## src/rtl/lu_hazard_pkg.sv

```systemverilog
package lu_hazard_pkg;

  // Control outputs of the hazard unit, grouped as one bundle
  typedef struct packed {
    logic pc_wr;
    logic fd_wr;
    logic zero_ctl;
  } hz_ctl_t;

  localparam hz_ctl_t HZ_RUN  = '{pc_wr: 1'b1, fd_wr: 1'b1, zero_ctl: 1'b0};
  localparam hz_ctl_t HZ_HOLD = '{pc_wr: 1'b0, fd_wr: 1'b0, zero_ctl: 1'b1};

endpackage

```

## src/rtl/lu_src_cmp.sv

```systemverilog
// Compares one decode source field with the execute-stage destination.
// A field that the decode instruction does not read never matches.
module lu_src_cmp #(
  parameter int AW = 5
) (
  input  logic [AW-1:0] src,
  input  logic          used,
  input  logic [AW-1:0] dst,
  output logic          hit
);

  always_comb begin
    hit = used && (src == dst);
  end

endmodule

```

## src/rtl/lu_stall_eval.sv

```systemverilog
// Reduces the per-source hits into one stall decision. Only a load in
// execute with a real (non-zero) destination can cause a stall.
module lu_stall_eval #(
  parameter int AW   = 5,
  parameter int NSRC = 2
) (
  input  logic            is_load,
  input  logic [AW-1:0]   dst,
  input  logic [NSRC-1:0] hits,
  output logic            stall
);

  logic dst_live;
  logic any_hit;

  always_comb begin
    dst_live = (dst != '0);
    any_hit  = |hits;
    stall    = is_load && dst_live && any_hit;
  end

endmodule

```

## src/rtl/lu_ctl_gen.sv

```systemverilog
// Turns the stall decision into the enable and bubble controls.
module lu_ctl_gen
  import lu_hazard_pkg::*;
(
  input  logic    stall,
  output hz_ctl_t ctl
);

  always_comb begin
    if (stall) ctl = HZ_HOLD;
    else       ctl = HZ_RUN;
  end

endmodule

```

## src/rtl/lu_hazard_unit.sv

```systemverilog
module lu_hazard_unit
  import lu_hazard_pkg::*;
#(
  parameter int AW = 5
) (
  input  logic          exe_load,
  input  logic [AW-1:0] exe_dst,
  input  logic [AW-1:0] dec_src_a,
  input  logic [AW-1:0] dec_src_b,
  input  logic          dec_use_a,
  input  logic          dec_use_b,
  output logic          pc_wr_en,
  output logic          fd_wr_en,
  output logic          ctrl_zero
);

  localparam int NSRC = 2;

  logic [NSRC-1:0][AW-1:0] src_vec;
  logic [NSRC-1:0]         use_vec;
  logic [NSRC-1:0]         hit_vec;
  logic                    stall;
  hz_ctl_t                 ctl;

  always_comb begin
    src_vec[0] = dec_src_a;
    src_vec[1] = dec_src_b;
    use_vec[0] = dec_use_a;
    use_vec[1] = dec_use_b;
  end

  for (genvar g = 0; g < NSRC; g++) begin : g_src
    lu_src_cmp #(.AW(AW)) u_cmp (
      .src  (src_vec[g]),
      .used (use_vec[g]),
      .dst  (exe_dst),
      .hit  (hit_vec[g])
    );
  end

  lu_stall_eval #(.AW(AW), .NSRC(NSRC)) u_eval (
    .is_load (exe_load),
    .dst     (exe_dst),
    .hits    (hit_vec),
    .stall   (stall)
  );

  lu_ctl_gen u_ctl (
    .stall (stall),
    .ctl   (ctl)
  );

  always_comb begin
    pc_wr_en  = ctl.pc_wr;
    fd_wr_en  = ctl.fd_wr;
    ctrl_zero = ctl.zero_ctl;
  end

endmodule

```

## config.mk

```make
export PLATFORM = sky130hd
export DESIGN_NAME = lu_hazard_unit
export DESIGN_NICKNAME = d
export VERILOG_FILES = /design/src/rtl/lu_hazard_pkg.sv /design/src/rtl/lu_src_cmp.sv /design/src/rtl/lu_stall_eval.sv /design/src/rtl/lu_ctl_gen.sv /design/src/rtl/lu_hazard_unit.sv
export SDC_FILE = /design/constraint.sdc
export NUM_CORES = 1
export LEC_CHECK = 0
export ABC_AREA = 1
export BUFFER_PORTS_ARGS = -buffer_cell sky130_fd_sc_hd__buf_2
export CORE_AREA = 2 2 39 41
export DETAILED_ROUTE_END_ITERATION = 8
export DIE_AREA = 0 0 41 43
export SETUP_SLACK_MARGIN = 0.3
export SYNTH_ARGS = -nofsm -noshare
export SYNTH_HDL_FRONTEND = slang
export SYNTH_SLANG_ARGS = --single-unit
export TNS_END_PERCENT = 20
```

## constraint.sdc

```tcl
create_clock -name vclk -period 0.8
set_input_delay 0 -clock vclk [all_inputs]
set_output_delay 0 -clock vclk [all_outputs]
set_load 0.01 [all_outputs]
```

# Word level (Yosys, flattened, before mapping)
# Cells that the tools add are included.
word_totals:
  word_cells: 9
  regBits: 0
op_classes:
  reduce_logical: 6
  muxes: 1
  n_eq_ne: 2
op_table:
  columns: ["operator", "count"]
  rows:
  - ["5-bit equality test", 2]
  - ["5-bit nonzero test", 1]
  - ["1-bit logical AND", 4]
  - ["3-bit two-way mux", 1]
  - ["2-bit OR reduction", 1]

# Longest topological paths before layout
logic_depth:
  word_depth: 5
  ltp_mapped: 8
  ltp_nobuf: 7

# Hierarchy
# From an unflattened synthesis, not the netlist that was laid out.
unflattened:
  cells_unflattened: 52
  area_unflattened_um2: 232.7
modules_own_cells:
  columns: ["mod", "cells_per_inst", "n_inst", "seq_area_each_um2", "area_per_inst_um2"]
  rows:
  - ["lu_src_cmp", 21, 2, 0.0, 91.3]
  - ["lu_stall_eval", 7, 1, 0.0, 31.3]
  - ["lu_ctl_gen", 3, 1, 0.0, 18.8]

# Least setup slack after synthesis
# Ideal clock, no wire load.
synth_path:
  path_kind: "input to output"
  start: "in exe_dst[0]"
  end: "out pc_wr_en"
  arrival_time_ns: 0.631
  path_stages: 8
  n_path_buf: 1
  t_required_ns: 0.800
  setup_slack_ns: 0.169
  path_cell_list: "inv_1 -> nand2_1 -> nand2_1 -> nor2_1 -> nand3_1 -> nand2_1 -> nand2_1 -> buf_4"
synth_between:
  elab_chain_len: 5
  word_cells_on_any_way: 9
  classes_between: "2 x eq/ne; 1 x mux; 6 x reduce/logical"
synth_rtl:
  columns: ["element", "line", "text"]
  rows:
  - ["start, declared", "lu_hazard_unit.sv:7", "input logic [AW-1:0] exe_dst,"]
  - ["5-bit equality test", "lu_src_cmp.sv:13", "hit = used && (src == dst);"]
  - ["1-bit logical AND", "lu_src_cmp.sv:13", null]
  - ["2-bit OR reduction", "lu_stall_eval.sv:18", "any_hit = |hits;"]
  - ["1-bit logical AND (*)", "lu_stall_eval.sv:19", "stall = is_load && dst_live && any_hit;"]
  - ["3-bit two-way mux (*)", "lu_ctl_gen.sv:10", "if (stall) ctl = HZ_HOLD;"]
  - ["end, declared", "lu_hazard_unit.sv:12", "output logic pc_wr_en,"]
# Mark *: on every way between the ends. The rest lies on a longest branch, timed or not.

# Worst setup path in the final report
layout_path:
  start: "in exe_dst[2]"
  end: "out pc_wr_en"
# The elaborated chain is that of the path after synthesis.

==> impl_metrics.toml <==
[placement]
placedCellCount = 95
finalWeightedCongestion = 0.713
place_area_sq_um = 375
hpwl_um = 601
post_placement_setup_slack_ps = -27.7
buffer_ports.inserted = 21

[layout]
area_growth_pct = 96.8
clock_buffer_count = 0
finalNonFillerCells = 95
fin_area_sq_um = 463
final_layout_size_suffix_gt1_share_pct = 46.8
ff_latch_area_sq_um = 0
antenna_cells = 0
layout.sequential_cells = 0
final_core_utilization_pct = 33.5
design.final.nets = 99

[power]
power.ir.vdd_worst_uv = 135
switching_share_pct = 47.3
total_switching_power_mw = 0.0953
overall_power_mw = 0.201
power_frac_comb_pct = 100.0
clkPwrFrac_pct = 0
cell_pwr_density_nw_per_um2 = 435
seq_power_share_pct = 0
power.internal_mw = 0.106
cellLeakagePower_nw = 0.292

[die]
effective_utilization_at_floorplan_pct = 17.0
core_area_sq_um = 1380
boundaryPins = 21
die_h_um = 43
floorplan.rows = 14
fp.dieArea_sq_um = 1760
floorplan.die.width_um = 41

[timing]
relSlewSlack_pct = 91.8
drv_slew = 0
finalHoldViolations = 0
setup_tns_ps = 0
finalCriticalPeriod_ps = 732
achievable-frequency_ghz = 1.37
timing.final.crit_share_pct = 91.5
tightestPinTransition_ps = 122
fin_worst_hold_slack_ps = 349
worst_slack_ps = 68.2
rsz0062_at_grt = "yes"
final-setup-viol-count = 0

[logic_synthesis]
postSynthAreaPerCell_sq_um = 3.99
synth.most_common_cell = "sky130_fd_sc_hd__nand2_1"
synth_seq_area_share_pct = 0
top_cell_type_s_share_of_synthesized_area_pct = 49.5
synth.cell_area_sq_um = 235
syn_inst = 59
synth.distinct_cells = 8
yosysTopAreaCell = "sky130_fd_sc_hd__nand2_1"
synth_area_leaders = "sky130_fd_sc_hd__nand2_1, sky130_fd_sc_hd__inv_1, sky130_fd_sc_hd__nor2_1"
syn_nets = 77
synth.yosys.warnings = 0
synth_common_cells = "sky130_fd_sc_hd__nand2_1, sky130_fd_sc_hd__inv_1, sky130_fd_sc_hd__nor2_1"

[global_routing]
antenna_violations_before_repair = 0
grt_start_max_net_pins = 5
grt.total_usage_pct = 6.59
grt-ovfl-total = 0
via_count_of_the_first_global_routing_pass = 236
grt_first_pass_wirelength_um = 855

[routing]
vias_per_cell = 3.89
dr.first_iter.drc_count = 8
antenna_violating_nets_post_route = 0
routed-via-count = 370
detail_route.first_pass.iterations = 4
route.final.wire_length_um = 680
routedWlPerCell_um = 7.16
post-route-drc-count = 0

[flow_run]
count_of_max_cap_constraint_violations = 0

[worst_setup_path]
worst-endpoint-required_ps = 800
critPathArrivalTime_ps = 730
crit_type = "in -> out"
crit_chain = "buf_8 -> inv_12 -> nand2_2 -> nand2_1 -> nor2_1 -> nand3_1 -> nand2_1 -> nand2_2 -> buf_6"
critical-path-slowest-cell = "sky130_fd_sc_hd__nand3_1"
timing.critical_path.fanout_max = 3
cp-start-kind = "input port"
critical_path.top_delay_family = "simple AND/OR/NAND/NOR gates"
cp_num_buf_inv = 3
critical_path.endpoint_type = "output pin"
max_stage_delay_ps = 120

[worst_hold_path]
hold_path.class = "in -> out"

[outcome]
status = "complete, no violations"

[clock_tree]
postCtsSetupBuffers = 0
what timing repair did:
item	4_1_cts	5_1_grt
endpoints found under the setup margin	3	3
hold buffers	0	0
endpoints found under the hold margin	0	0
pin swaps	11	9
gates resized for setup	16	7
cell families after synthesis:
kind of cell / count (synthesis) / share of synthesized area, %
buffers and inverters: 15 / 25.5
AOI/OAI and AO/OA: 1 / 3.72
and+or+nand+nor: 43 / 70.7
cells in the final DEF, fill, tap and decap left out, drive strengths merged:
cell type,synthesis,final
nor3,1,1
nand3,3,3
nor2,8,8
inv,14,14
a21oi,1,1
buf,1,21
nand2,31,31
area by class of cell:
type,instances,area (sq um)
fill,152,921
inverter,14,70.1
multi-input combinational,44,198
tap,16,20.0
timing repair buffer,21,175
routing by layer:
layer	share of wire [%]	track usage, %
met4	0	0
met3	7.2	0
met5	0	0
met1	43	8.86
met2	49	11.9
power groups by stage:
| stage | Clock (mW) | Sequential, mW | Combinational [mW] |
|---|---|---|---|
| 2_1_floorplan | 0 | 0 | 0.0842 |
| 3_3_place_gp | 0 | 0 | 0.156 |
| 3_5_place_dp | 0 | 0 | 0.160 |
| 4_1_cts | 0 | 0 | 0.189 |
| 5_1_grt | 0 | 0 | 0.221 |
| 6_report | 0 | 0 | 0.201 |
worst paths after layout:
path       start   endpoint  slack, ps  cells after the start
max   exe_dst[2]   pc_wr_en         70                      9
min     exe_load  ctrl_zero        350                      4
Note: power is estimated with default switching activity, not from simulation.
